`src/rtl/fcs_pkg.sv`:
```
package fcs_pkg;

    localparam logic [7:0] OPC_READ   = 8'h00;
    localparam logic [7:0] OPC_PROG   = 8'h80;
    localparam logic [7:0] OPC_ERASE  = 8'h60;
    localparam logic [7:0] OPC_IDENT  = 8'h90;
    localparam logic [7:0] OPC_CLEAR  = 8'h50;
    localparam logic [7:0] OPC_ABORT  = 8'hFF;
    localparam logic [7:0] CONF_PROG  = 8'h40;
    localparam logic [7:0] CONF_ERASE = 8'hD0;

    localparam logic [7:0] ID_MAKER   = 8'h07;
    localparam logic [7:0] ID_PART    = 8'h99;

    typedef enum logic [2:0] {
        PH_IDLE, PH_SEC_LO, PH_SEC_HI, PH_COL_LO, PH_COL_HI, PH_CONFIRM
    } phase_t;

    typedef enum logic [1:0] {SEQ_NONE, SEQ_READ, SEQ_PROG, SEQ_ERASE} seq_t;

    typedef enum logic [1:0] {OUT_STATUS, OUT_IDENT, OUT_ARRAY} out_t;

    typedef struct packed {
        logic ready;
        logic cmd_err;
        logic col_err;
    } status_t;

    function automatic logic [7:0] pack_status(status_t s);
        return {s.ready, 1'b0, s.cmd_err, s.col_err, 4'b0000};
    endfunction

endpackage

```
`src/rtl/fcs_strobe_rise.sv`:
```
module fcs_strobe_rise (
    input  logic clk,
    input  logic rst,
    input  logic lvl_i,
    output logic rise_o
);
    logic lvl_q;

    always_ff @(posedge clk) begin
        if (rst) lvl_q <= 1'b0;
        else     lvl_q <= lvl_i;
    end

    assign rise_o = lvl_i & ~lvl_q;
endmodule

```
`src/rtl/fcs_busy_timer.sv`:
```
module fcs_busy_timer #(
    parameter int BUSY_CYC = 16
) (
    input  logic clk,
    input  logic rst,
    input  logic start_i,
    output logic busy_o
);
    localparam int BUSY_W = $clog2(BUSY_CYC + 1);

    logic [BUSY_W-1:0] remain;

    always_ff @(posedge clk) begin
        if (rst)             remain <= '0;
        else if (start_i)    remain <= BUSY_W'(BUSY_CYC);
        else if (remain != 0) remain <= remain - 1'b1;
    end

    assign busy_o = (remain != '0);

    // the sequencer must never try to start a window while one runs
    assert_no_restart_R8: assert property (@(posedge clk) disable iff (rst)
        busy_o |-> !start_i);
endmodule

```
`src/rtl/fcs_out_mux.sv`:
```
module fcs_out_mux
    import fcs_pkg::*;
(
    input  out_t       mode_i,
    input  status_t    status_i,
    input  logic       code_sel_i,
    output logic [7:0] data_o
);
    always_comb begin
        unique case (mode_i)
            OUT_IDENT: data_o = code_sel_i ? ID_PART : ID_MAKER;
            OUT_ARRAY: data_o = 8'h00;
            default:   data_o = pack_status(status_i);
        endcase
    end
endmodule

```
`src/rtl/flash_cmd_seq.sv`:
```
module flash_cmd_seq
    import fcs_pkg::*;
#(
    parameter int SEC_W    = 14,
    parameter int COL_W    = 12,
    parameter int COL_MAX  = 'h83F,
    parameter int CYC_W    = 13,
    parameter int BUSY_CYC = 16
) (
    input  logic             clk,
    input  logic             rst,
    input  logic             wr_en_i,
    input  logic             cmd_sel_i,
    input  logic [7:0]       bus_i,
    input  logic             ser_clk_i,
    input  logic             code_sel_i,
    output logic [7:0]       data_o,
    output logic             busy_o,
    output logic             op_valid_o,
    output logic [7:0]       op_code_o,
    output logic [SEC_W-1:0] op_sector_o,
    output logic [COL_W-1:0] op_col_o,
    output logic             op_col_err_o,
    output logic [CYC_W-1:0] cycle_o
);
    localparam logic [COL_W-1:0] COL_LIMIT = COL_W'(COL_MAX);
    localparam logic [CYC_W-1:0] CYC_TOP   = {CYC_W{1'b1}};

    // strobe edge detection: index 0 = write strobe, 1 = serial data strobe
    logic [1:0] lvl, rise;
    assign lvl = {ser_clk_i, wr_en_i};

    for (genvar g = 0; g < 2; g++) begin : g_edge
        fcs_strobe_rise u_rise (
            .clk    (clk),
            .rst    (rst),
            .lvl_i  (lvl[g]),
            .rise_o (rise[g])
        );
    end

    logic wr_ok, ser_ok;
    assign wr_ok  = rise[0] & ~busy_o;
    assign ser_ok = rise[1] & ~busy_o;

    // sequencer state
    phase_t           phase, ph_n;
    seq_t             seq, seq_n;
    out_t             mode, mode_n;
    logic [SEC_W-1:0] sector, sec_n;
    logic [COL_W-1:0] col, col_n;
    logic [7:0]       col_lo, lo_n;
    logic [7:0]       opcode, opc_n;
    logic             data_seen, seen_n;
    logic [CYC_W-1:0] cyc, cyc_n, cyc_inc;
    status_t          stat, stat_n;

    logic             fire, start_busy;
    logic [7:0]       fire_code;
    logic [COL_W-1:0] fire_col;

    always_comb begin
        ph_n = phase;  seq_n = seq;   mode_n = mode;  sec_n = sector;
        col_n = col;   lo_n = col_lo; opc_n = opcode; seen_n = data_seen;
        cyc_n = cyc;   stat_n = stat;
        fire = 1'b0;   start_busy = 1'b0;
        fire_code = opcode;
        fire_col  = col;
        cyc_inc = (cyc == CYC_TOP) ? cyc : cyc + 1'b1;

        if (ser_ok && seq == SEQ_PROG && phase == PH_COL_LO) seen_n = 1'b1;

        if (wr_ok) begin
            if (!cmd_sel_i) begin
                unique case (phase)
                    PH_SEC_LO: begin
                        sec_n[7:0] = bus_i;
                        ph_n = PH_SEC_HI;
                        cyc_n = cyc_inc;
                    end
                    PH_SEC_HI: begin
                        sec_n[SEC_W-1:8] = bus_i[SEC_W-9:0];
                        col_n = '0;
                        cyc_n = cyc_inc;
                        ph_n = (seq == SEQ_ERASE) ? PH_CONFIRM : PH_COL_LO;
                        if (seq == SEQ_READ) begin
                            fire = 1'b1;
                            fire_col = '0;
                        end
                    end
                    PH_COL_LO: begin
                        lo_n = bus_i;
                        ph_n = PH_COL_HI;
                        cyc_n = cyc_inc;
                    end
                    PH_COL_HI: begin
                        col_n = {bus_i[COL_W-9:0], col_lo};
                        ph_n = PH_COL_LO;
                        cyc_n = cyc_inc;
                        if (col_n > COL_LIMIT) stat_n.col_err = 1'b1;
                        if (seq == SEQ_READ) begin
                            fire = 1'b1;
                            fire_col = col_n;
                        end
                    end
                    default: begin
                        stat_n.cmd_err = 1'b1;
                        ph_n = PH_IDLE;
                        seq_n = SEQ_NONE;
                        cyc_n = '0;
                    end
                endcase
            end else if (seq == SEQ_ERASE && phase == PH_CONFIRM && bus_i == CONF_ERASE) begin
                fire = 1'b1;
                start_busy = 1'b1;
                cyc_n = cyc_inc;
                ph_n = PH_IDLE;
                seq_n = SEQ_NONE;
                mode_n = OUT_STATUS;
            end else if (seq == SEQ_PROG && phase == PH_COL_LO && bus_i == CONF_PROG) begin
                ph_n = PH_IDLE;
                seq_n = SEQ_NONE;
                if (data_seen) begin
                    fire = 1'b1;
                    start_busy = 1'b1;
                    cyc_n = cyc_inc;
                    mode_n = OUT_STATUS;
                end else begin
                    stat_n.cmd_err = 1'b1;
                    cyc_n = '0;
                end
            end else begin
                fire_code = bus_i;
                fire_col = '0;
                ph_n = PH_IDLE;
                seq_n = SEQ_NONE;
                cyc_n = CYC_W'(1);
                unique case (bus_i)
                    OPC_READ: begin
                        seq_n = SEQ_READ;  ph_n = PH_SEC_LO;
                        opc_n = bus_i;     mode_n = OUT_ARRAY;
                    end
                    OPC_PROG: begin
                        seq_n = SEQ_PROG;  ph_n = PH_SEC_LO;
                        opc_n = bus_i;     seen_n = 1'b0;
                    end
                    OPC_ERASE: begin
                        seq_n = SEQ_ERASE; ph_n = PH_SEC_LO;
                        opc_n = bus_i;
                    end
                    OPC_IDENT: begin
                        fire = 1'b1;
                        mode_n = OUT_IDENT;
                    end
                    OPC_CLEAR: begin
                        fire = 1'b1;
                        stat_n.cmd_err = 1'b0;
                        stat_n.col_err = 1'b0;
                    end
                    OPC_ABORT: begin
                        fire = 1'b1;
                        cyc_n = '0;
                        mode_n = OUT_STATUS;
                    end
                    default: begin
                        stat_n.cmd_err = 1'b1;
                        cyc_n = '0;
                    end
                endcase
            end
        end
        stat_n.ready = 1'b1;
    end

    always_ff @(posedge clk) begin
        if (rst) begin
            phase <= PH_IDLE;   seq <= SEQ_NONE;  mode <= OUT_STATUS;
            sector <= '0;       col <= '0;        col_lo <= '0;
            opcode <= '0;       data_seen <= 1'b0; cyc <= '0;
            stat <= '{ready: 1'b1, cmd_err: 1'b0, col_err: 1'b0};
            op_valid_o <= 1'b0; op_code_o <= '0;  op_sector_o <= '0;
            op_col_o <= '0;     op_col_err_o <= 1'b0;
        end else begin
            phase <= ph_n;      seq <= seq_n;     mode <= mode_n;
            sector <= sec_n;    col <= col_n;     col_lo <= lo_n;
            opcode <= opc_n;    data_seen <= seen_n; cyc <= cyc_n;
            stat <= stat_n;
            op_valid_o <= fire;
            if (fire) begin
                op_code_o    <= fire_code;
                op_sector_o  <= sec_n;
                op_col_o     <= fire_col;
                op_col_err_o <= (fire_col > COL_LIMIT);
            end
        end
    end

    fcs_busy_timer #(.BUSY_CYC(BUSY_CYC)) u_busy (
        .clk     (clk),
        .rst     (rst),
        .start_i (start_busy),
        .busy_o  (busy_o)
    );

    status_t stat_view;
    always_comb begin
        stat_view = stat;
        stat_view.ready = ~busy_o;
    end

    fcs_out_mux u_mux (
        .mode_i     (mode),
        .status_i   (stat_view),
        .code_sel_i (code_sel_i),
        .data_o     (data_o)
    );

    assign cycle_o = cyc;

    assert_one_pulse_R13: assert property (@(posedge clk) disable iff (rst)
        op_valid_o |=> !op_valid_o);

    assert_busy_blocks_ops_R8: assert property (@(posedge clk) disable iff (rst)
        busy_o |=> !op_valid_o);

    assert_ready_bit_R7: assert property (@(posedge clk) disable iff (rst)
        (mode == OUT_STATUS) |-> (data_o[7] == !busy_o));

    assert_abort_clears_cycles_R11: assert property (@(posedge clk) disable iff (rst)
        (op_valid_o && op_code_o == OPC_ABORT) |-> (cycle_o == '0));
endmodule

```
`config.mk`:
```
export PLATFORM = sky130hd
export DESIGN_NAME = flash_cmd_seq
export DESIGN_NICKNAME = d
export VERILOG_FILES = /design/src/rtl/fcs_pkg.sv /design/src/rtl/fcs_strobe_rise.sv /design/src/rtl/fcs_busy_timer.sv /design/src/rtl/fcs_out_mux.sv /design/src/rtl/flash_cmd_seq.sv
export SDC_FILE = /design/constraint.sdc
export NUM_CORES = 1
export LEC_CHECK = 0
export BUFFER_PORTS_ARGS = -buffer_cell sky130_fd_sc_hd__buf_2
export CORE_UTILIZATION = 50
export CTS_BUF_LIST = sky130_fd_sc_hd__clkbuf_8
export CTS_CLUSTER_DIAMETER = 120
export CTS_CLUSTER_SIZE = 30
export DETAILED_ROUTE_END_ITERATION = 8
export GPL_TIMING_DRIVEN = 0
export PLACE_DENSITY_LB_ADDON = 0.12
export SLEW_MARGIN = 10
export SYNTH_ARGS = -nofsm -noshare
export SYNTH_HDL_FRONTEND = slang
export SYNTH_SLANG_ARGS = --single-unit
```
`constraint.sdc`:
```
create_clock -name clk -period 2.1 [get_ports clk]
set_input_delay 0.315 -clock clk [delete_from_list [all_inputs] [get_ports clk]]
set_output_delay 0.315 -clock clk [all_outputs]
set_load 0.03 [all_outputs]
```
# Yosys cells after proc, flatten, opt, wreduce, memory -nomap -nowiden
# Index checks and enable logic that the tools add are counted.
totals:
  reg_bits: 108
  inputBits: 14
  output_inout_bits: 58
  elab_cells: 156
classes:
  n_mux: 70
  eq_ne: 25
  reduce_logical: 27
  magnitude_cmp: 2
  n_addsub: 2
  bitwise_logic: 10
op_table:
  columns: ["operator", "count"]
  rows:
  - ["$mux 13", 6]
  - ["$mux 12", 6]
  - ["$mux 8", 6]
  - ["$pmux 12 s2", 2]
  - ["$eq 8x8->1 const B", 4]
  - ["$mux 1", 29]
  - ["$mux 14", 2]
  - ["$eq 8x7->1 const B", 3]
  - ["$gt 12x12->1 const B", 2]
  - ["$mux 2", 9]
  - ["$pmux 8 s2", 1]
  - ["$add 13x1->13 const B", 1]
  - ["$eq 13x13->1 const B", 1]
  - ["$pmux 2 s3", 2]
  - ["$pmux 3 s4", 1]
  - ["$mux 5", 2]
  - ["$reduce_and 5->1", 2]
  - ["$reduce_bool 5->1", 2]
  - ["$reduce_or 5->1", 2]
  - ["$logic_not 8->1", 1]
  - ["$reduce_bool 2->1", 4]
  - ["$eq 2x2->1 const B", 3]
  - ["$eq 3x2->1 const B", 2]
  - ["$eq 3x3->1 const B", 2]
  - ["other kinds (20)", 41]

# Longest topological paths before layout
# Gate-level depths: netlist of the first run.
logic_depth:
  ltp_word: 11
  depth_mapped: 11
  mapped_depth_nobuf: 9

# Modules after synthesis
# From an unflattened synthesis of the first run, not the netlist that was laid out.
hier_totals:
  hier_cells: 532
  area_unflattened_um2: 4879.7
modules_own_cells:
  columns: ["module", "seq_area_each_um2", "cells_per_inst", "area_each_um2", "n_inst"]
  rows:
  - ["flash_cmd_seq", 2021.9, 486, 4458.0, 1]
  - ["fcs_busy_timer", 100.1, 24, 222.7, 1]
  - ["fcs_out_mux", 0.0, 16, 103.8, 1]
  - ["fcs_strobe_rise", 20.0, 3, 47.5, 2]

# Worst setup path after synthesis of the first run
# No wires, ideal clock.
synth_path:
  kind: "register -> register"
  from: "reg u_busy.remain[0]"
  to: "reg op_col_o[6]"
  t_required_ns: 2.031
  setup_time_ns: 0.069
  path_buffers: 2
  path_stages_with_launch: 12
  synth_period_minus_slack_ns: 2.370
  t_arrival_ns: 2.302
  setup_slack_ns: -0.270
  path_cell_list: "dfxtp_1 -> inv_1 -> ha_1 -> nor4b_4 -> inv_2 -> nor3b_4 -> o21ai_2 -> a41oi_4 -> nand2b_2 -> buf_6 -> buf_6 -> o2bb2ai_2"
synth_via:
  elab_chain_len: 4
  elab_cells_between_ends: 5
  cone_classes: "mux (2); bitwise (2); reduce/logical (1)"
synth_rtl:
  columns: ["item", "line", "source"]
  rows:
  - ["start, declared", "fcs_busy_timer.sv:11", "logic [BUSY_W-1:0] remain;"]
  - ["start signal, assigned", "fcs_busy_timer.sv:15", "else if (start_i) remain <= BUSY_W'(BUSY_CYC);"]
  - ["start signal, assigned", "fcs_busy_timer.sv:16", "else if (remain != 0) remain <= remain - 1'b1;"]
  - ["$reduce_bool 5->1 (*)", "fcs_busy_timer.sv:19", "assign busy_o = (remain != '0);"]
  - ["net busy_o", "flash_cmd_seq.sv:18", "output logic busy_o,"]
  - ["$not 1->1 (*)", "flash_cmd_seq.sv:43", "assign wr_ok = rise[0] & ~busy_o;"]
  - ["$and 1x1->1 (*)", "flash_cmd_seq.sv:43", null]
  - ["$mux 12 or $mux 1 (tied branches)", "flash_cmd_seq.sv:73", "if (wr_ok) begin"]
  - ["end signal, assigned", "flash_cmd_seq.sv:192", "op_col_o <= fire_col;"]
  - ["end, declared", "flash_cmd_seq.sv:22", "output logic [COL_W-1:0] op_col_o,"]
# The timed path passes the listed nets; every way through them passes the cells marked *.
# A chain may end at the register's enable or synchronous reset.

# Final worst setup path of the first run
layout_path:
  from: "reg u_busy.remain[1]"
  to: "reg op_sector_o[9]"
layout_via:
  elab_chain_len: 4
  elab_cells_between_ends: 5
  cone_classes: "mux (2); bitwise (2); reduce/logical (1)"
layout_rtl:
  columns: ["item", "line", "source"]
  rows:
  - ["$reduce_bool 5->1 (*)", "fcs_busy_timer.sv:19", null]
  - ["$not 1->1 (*)", "flash_cmd_seq.sv:43", null]
  - ["$and 1x1->1 (*)", "flash_cmd_seq.sv:43", null]
  - ["$mux 14 or $mux 1 (tied branches)", "flash_cmd_seq.sv:73", null]
  - ["end signal, assigned", "flash_cmd_seq.sv:191", "op_sector_o <= sec_n;"]
  - ["end, declared", "flash_cmd_seq.sv:21", "output logic [SEC_W-1:0] op_sector_o,"]
# Mark *: on every way between the ends. The rest lies on a longest branch, timed or not.

==> results.py, run 1 <==
metrics = {
    "routing": {
        "vias": 4338,
        "firstDrtPassIters": 4,
        "dr.first_iter.drc_count": 345,
        "drt_wl_total_microns": 13430,
        "drc_errors": 0,
        "wl_per_cell_microns": 17.74,
        "postRouteAntennaNets": 0,
        "viasPerCell": 5.731,
    },
    "cts": {
        "numCtsBuffers": 9,
        "cts_tree": "yes",
        "clk_pin_slew_ns": 0.11,
        "ctsHtreeMaxLevel": 3,
        "numClockSinks": 108,
        "root_buffer": "clkbuf_8",
        "clk_latency_ns": 0.38,
        "clock_path_buffers": 2,
        "ctsHoldBuffers": 0,
    },
    "synth": {
        "ys_async_sr_fraction_pct": 0,
        "syn-num-nets": 536,
        "post-synth-top-count-cell": "dfxtp_1",
        "ys_ff_latch": 108,
        "synth.distinct_cells": 57,
        "yosysTopAreaCellShare_pct": 45.08,
        "yosys_warnings": 0,
        "synth_area_leaders": "dfxtp_1 (45%), mux2i_1 (5.4%), nor2_1 (5.2%)",
        "yosysTopAreaCell": "dfxtp_1",
        "synth.avg_cell_area_sq_um": 9.294,
        "synth_common_cells": "dfxtp_1 (108), nor2_1 (66), nand2_1 (41)",
        "syn_inst": 516,
        "synth-edff-count": 0,
        "ys.flop_type": "dfxtp_1",
        "synth_area_sq_um": 4796,
        "seq_area_frac_synth_pct": 45.08,
    },
    "placement": {
        "portBuffers": 64,
        "place.gp.congestion": 0.9236,
        "placed_area_sq_um": 5314,
        "dp.cells": 709,
        "dp_slack_ns": -0.7050,
        "hpwlAfterDp_microns": 8353,
    },
    "worst_setup_path": {
        "reg2regPathDepth": 12,
        "cp_max_fo": 10,
        "worstSetupEndpointType": "flop",
        "crit_type": "reg -> reg",
        "cp.required_ns": 2.38,
        "regToRegStartpoint": "u_busy.remain[1]",
        "r2r_end": "op_sector_o[9]",
        "crit_arrival_ns": 2.52,
        "cp-start-kind": "flop",
        "r2r_slack_ns": -0.14,
    },
    "final_layout": {
        "antenna_cells": 0,
        "drive_gt1_share_pct": 35.83,
        "fin_cells": 757,
        "nNetsFinal": 643,
        "fin_area_sq_um": 6301,
        "syn_to_final_growth_pct": 31.39,
    },
    "floorplan": {
        "start_util_pct": 51.66,
        "die_y_microns": 99.94,
        "row_count": 35,
        "io_pins": 72,
        "dieArea_sq_um": 9987,
        "die_width_microns": 99.94,
        "core-area_sq_um": 9284,
    },
    "sta": {
        "clock.fmax_ghz": 0.4470,
        "fin_crit_sh_pct": 106.5,
        "slew_viol_final": 0,
        "tightest_slew_ns": 0.7711,
        "max_slew_margin_pct": 48.59,
        "min_period_ns": 2.237,
        "hold_viol_final": 0,
        "finalSetupViolations": 40,
        "setup_ws_ns": -0.1372,
        "fin_skew_ns": 0.01314,
        "rsz0062_at_grt": "yes",
    },
    "grt": {
        "grt_pass1_vias": 4083,
        "track_usage_pct": 26.52,
        "grt_max_degree": 21,
        "grt.overflow.total": 0,
        "grt_pass1_wl_microns": 20710,
        "antenna_found_initial": 0,
    },
    "pwr": {
        "ir_worst_vdd_mv": 0.5734,
        "p_per_area_nw_per_um2": 769.1,
        "leakage_uw": 0.002599,
    },
    "min_path": {
        "hold_path.class": "in -> reg",
        "holdPathStages": 3,
        "whs_endpoint": "g_edge[1].u_rise.lvl_q",
        "hold_start": "ser_clk_i",
    },
    "status": {
        "violations": "negative setup slack",
        "outcome": "finished with violations",
    },
    "run": {
        "max_cap_violations": 0,
    },
}
==> cell type report <==
cell class / count / area [sq um]
clock inverters: 7 / 65.06
multi-input cells: 364 / 2808
fillers: 769 / 2983
inverters: 9 / 36.28
clock buffers: 9 / 123.9
well taps: 129 / 161.4
repair buffers: 98 / 698.2
plain buffers: 33 / 242.7
flip-flops and latches: 108 / 2166
==> worst max-delay path, cell delays in order (launching register included) <==
cell,delay [ns]
dfxtp_2,0.34
inv_2,0.07
ha_4,0.13
nor4b_4,0.19
buf_6,0.16
inv_4,0.04
nor3b_4,0.20
buf_12,0.17
and3_4,0.24
a211oi_4,0.05
buf_12,0.17
buf_8,0.13
a22o_1,0.24
==> sequential cells by signal, indices dropped and copies added, names as in the netlist, 3 cells and up <==
register and cells:
op_sector_o 14, sector 14, cycle_o 13, col 12, op_col_o 12, col_lo 8
op_code_o 8, opcode 8, u_busy.remain 5, phase 3
==> repair_timing <==
action                     CTS  global route
setup buffers               21             8
setup endpoints to repair   97            85
gates resized for setup     61            57
cloned                       3             3
pin swaps                   13            26
==> through the flow <==
step / hold slack [ns] / TNS, ns / utilization (%) / total power (uW)
2_1_floorplan: 0.4291 / -5.756 / - / 2869
3_3_place_gp: 0.4410 / -39.02 / 57.24 / 3073
3_5_place_dp: 0.4431 / -41.38 / 57.24 / 3096
4_1_cts: 0.1534 / -1.320 / 64.53 / 4725
5_1_grt: 0.2238 / -8.962 / 67.87 / 5033
6_report: 0.1814 / -3.794 / 67.87 / 4846
==> routing by layer <==
| layer | part of all wire [%] | global-route usage (%) | vias to the layer above | wire length [microns] |
|---|---|---|---|---|
| li1 | - | - | 2050 | - |
| met1 | 45 | 35.69 | 2081 | 6035 |
| met2 | 48 | 42.86 | 178 | 6386 |
| met3 | 5.2 | 3.621 | 29 | 696 |
| met4 | 2.3 | 11.09 | 0 | 310 |
| met5 | 0 | 0 | - | 0 |
==> how the worst max path moves through the flow <==
stage                           startpoint              to  cells past startpoint  slack (ns)
after floorplan           u_busy.remain[0]    op_col_o[10]                     11       -0.21
after global placement            bus_i[2]     op_col_o[2]                      9       -0.65
after detailed placement          bus_i[2]     op_col_o[2]                      9       -0.70
after CTS                 u_busy.remain[1]  op_sector_o[7]                     10       -0.08
after global routing      u_busy.remain[1]    op_code_o[4]                     13       -0.22
final                     u_busy.remain[1]  op_sector_o[9]                     12       -0.14
==> placed cells by master, fill, tap and decap left out, types with 4 or more instances in the layout <==
| cell | netlist | layout |
|---|---|---|
| dfxtp_1 | 108 | 105 |
| buf_2 | 10 | 69 |
| nor2_1 | 66 | 61 |
| nand2_1 | 41 | 30 |
| a21oi_1 | 28 | 23 |
| buf_4 | 4 | 21 |
| mux2i_1 | 26 | 19 |
| a22oi_1 | 24 | 18 |
| o2bb2ai_2 | 10 | 16 |
| buf_6 | 5 | 16 |
| nand3_1 | 17 | 16 |
| nor3_1 | 16 | 15 |
| a22o_1 | 12 | 12 |
| clkbuf_1 | 17 | 11 |
| nand2_2 | 0 | 9 |
| xor2_1 | 9 | 9 |
| clkbuf_8 | 0 | 9 |
| and2_1 | 8 | 8 |
| and3_1 | 10 | 8 |
| a22oi_2 | 0 | 6 |
| inv_1 | 8 | 6 |
| nor2b_1 | 6 | 6 |
| xnor2_1 | 6 | 6 |
| o21ai_0 | 7 | 6 |
| buf_12 | 0 | 5 |
| a21oi_2 | 0 | 5 |
| mux2i_2 | 0 | 5 |
| nand4_1 | 5 | 5 |
| ha_1 | 6 | 5 |
| o21a_1 | 5 | 4 |
| nor2_4 | 1 | 4 |
| nand2b_1 | 4 | 4 |
| a21o_1 | 5 | 4 |
==> report_power, final <==
part / switching (uW) / internal (uW)
clock: 778 / 463
sequential: 60.5 / 2110
combinational: 779 / 656
==> kinds of logic after synthesis <==
family,count (synthesis),synth area share [%]
and+or+nand+nor,196,20.53
AOI/OAI and AO/OA,119,19.70
DFF,108,45.08
buffers and inverters,45,4.879
muxes,26,5.427
xor gates and xnor gates,15,2.739
adders and majority gates,6,1.565
other,1,0.07819
(Power assumes the default switching activity.)
==> run 2: changes to the inputs <==
--- a/config.mk
+++ b/config.mk
@@ -5,14 +5,15 @@
 export SDC_FILE = /design/constraint.sdc
 export NUM_CORES = 1
 export LEC_CHECK = 0
-export BUFFER_PORTS_ARGS = -buffer_cell sky130_fd_sc_hd__buf_2
 export CORE_UTILIZATION = 50
 export CTS_BUF_LIST = sky130_fd_sc_hd__clkbuf_8
 export CTS_CLUSTER_DIAMETER = 120
 export CTS_CLUSTER_SIZE = 30
 export DETAILED_ROUTE_END_ITERATION = 8
+export DONT_BUFFER_PORTS = 1
 export GPL_TIMING_DRIVEN = 0
 export PLACE_DENSITY_LB_ADDON = 0.12
+export RECOVER_POWER = 50
 export SLEW_MARGIN = 10
 export SYNTH_ARGS = -nofsm -noshare
 export SYNTH_HDL_FRONTEND = slang
==> run 2 against run 1 <==
The flow still finishes with violations (negative setup slack); utilization is 0.85 points higher; clock power is 5% higher; final cell count is 6.3% lower; worst hold slack worse by 0.12 ns; die area stayed put; sequential share of layout area is 0.42 points lower; critical path depth is 1 higher; global-route usage is 0.39 points lower; total power is 6.0% higher; register-to-register slack worse by 0.04 ns; count of clock-buffer cells in the layout stayed put; critical endpoint is now op_sector_o[10]; largest cell class unchanged.
==> results.py, run 2 (synthesis gave the netlist of run 1 again) <==
metrics = {
    "status": {
        "outcome": "finished with violations",
        "violations": "negative setup slack",
    },
    "worst_setup_path": {
        "crit_arrival_ns": 2.57,
        "cp-start-kind": "flop",
        "reg2regPathDepth": 13,
        "worstSetupEndpointType": "flop",
        "cp_max_fo": 6,
        "cp.required_ns": 2.39,
        "crit_type": "reg -> reg",
    },
    "final_layout": {
        "nNetsFinal": 595,
        "multiInputGateArea_sq_um": 3018,
        "seqCellArea_sq_um": 2166,
        "final_cell_mix": "dfxtp_1 (105), nor2_1 (60), buf_4 (28), nand2_1 (27), buf_6 (25)",
        "drive_gt1_share_pct": 35.17,
        "fillers": 759,
        "syn_to_final_growth_pct": 33.03,
        "fin_area_sq_um": 6380,
        "final_common_cell": "dfxtp_1",
        "antenna_cells": 0,
    },
    "cts": {
        "ctsHtreeMaxLevel": 3,
        "clk_pin_slew_ns": 0.10,
        "clock_path_buffers": 2,
        "root_buffer": "clkbuf_8",
        "numClockSinks": 108,
        "clk_latency_ns": 0.39,
        "cts_tree": "yes",
        "numCtsBuffers": 9,
    },
    "min_path": {
        "hold_path.class": "in -> reg",
        "holdPathStages": 1,
    },
    "sta": {
        "slew_viol_final": 0,
        "min_period_ns": 2.276,
        "fin_skew_ns": 0.01359,
        "final.setup.tns_ns": -5.570,
        "finalSetupViolations": 61,
        "tightest_slew_ns": 0.9937,
        "hold_viol_final": 0,
        "fin_crit_sh_pct": 108.4,
        "max_slew_margin_pct": 33.75,
        "setup_ws_ns": -0.1764,
        "rsz0062_at_grt": "yes",
        "clock.fmax_ghz": 0.4393,
    },
    "grt": {
        "grt_pass1_vias": 3883,
        "grt.overflow.total": 0,
        "antenna_found_initial": 0,
        "track_usage_pct": 26.13,
        "grt_pass1_wl_microns": 20000,
        "grt_max_degree": 19,
    },
    "floorplan": {
        "start_util_pct": 51.66,
        "dieArea_sq_um": 9987,
        "row_count": 35,
        "io_pins": 72,
        "die_y_microns": 99.94,
        "die_width_microns": 99.94,
        "core-area_sq_um": 9284,
    },
    "routing": {
        "vias": 4171,
        "viasPerCell": 5.883,
        "firstDrtPassIters": 7,
        "dr.first_iter.drc_count": 201,
        "drt_wl_total_microns": 13260,
        "wl_per_cell_microns": 18.70,
        "postRouteAntennaNets": 0,
        "drc_errors": 0,
    },
    "placement": {
        "hpwlAfterDp_microns": 8163,
        "place.gp.congestion": 0.9136,
        "portBuffers": 0,
        "placed_area_sq_um": 4994,
    },
    "run": {
        "max_cap_violations": 0,
    },
    "pwr": {
        "leakage_uw": 0.002423,
        "p_per_area_nw_per_um2": 805.5,
        "ir_worst_vdd_mv": 0.5638,
    },
}
-- run 2: timing repair --
action,CTS,global route
setup endpoints to repair,102,97
cloned,5,1
resized for setup,97,83
pin swaps,36,40
hold buffers,0,0
setup buffers,29,17
-- run 2: final timing paths --
kind	start	to	slack, ns
hold / removal	wr_en_i	g_edge[0].u_rise.lvl_q	0.07
setup / recovery	u_busy.remain[1]	op_sector_o[10]	-0.18
setup reg to reg	u_busy.remain[1]	op_sector_o[10]	-0.18
hold reg to reg	opcode[1]	opcode[1]	0.47
-- run 2: cell type report --
cell class              instances  share of cell area [%]
plain buffers                  34                   4.530
clock buffers                   9                   1.942
clock inverters                 7                   1.177
inverters                       9                  0.6472
multi-input cells             365                   47.30
flip-flops and latches        108                   33.95
well taps                     129                   2.530
repair buffers                 48                   7.923
-- run 2: report_power, final --
part           switching, uW  internal, uW
Combinational            858           808
Clock                    741           560
Sequential              63.7          2110
Total                   1660          3480
-- run 2: routing by layer --
metal	GRT usage, %	vias to the layer above	routed length (microns)
met5	0	-	0
met4	10.75	0	328
met3	5.850	31	864
met2	42.12	152	6237
met1	33.87	2020	5829
li1	-	1968	-
-- run 2: critical path, cell delays in order, from the launching register on --
cell     delay, ns
dfxtp_2       0.33
inv_2         0.07
ha_4          0.14
nor4b_4       0.21
buf_4         0.19
inv_8         0.05
nor3b_4       0.18
buf_6         0.17
buf_6         0.11
nand4_1       0.10
buf_6         0.17
mux2i_1       0.14
nor2_1        0.09
a22o_1        0.22
-- run 2: metrics by stage --
stage               utilization [%]  setup slack [ns]  std cells  power (uW)  hold slack (ns)
CTS                           63.27           -0.1707        693        4861          0.06356
finish                        68.72           -0.1764        709        5139          0.06630
detailed placement            53.79           -0.7419        645        3057           0.4448
global route                  68.72           -0.3302        709        5327          0.07554
floorplan                         -           -0.2073        516        2869           0.4291
global placement              53.79           -0.7097        645        3034           0.4413
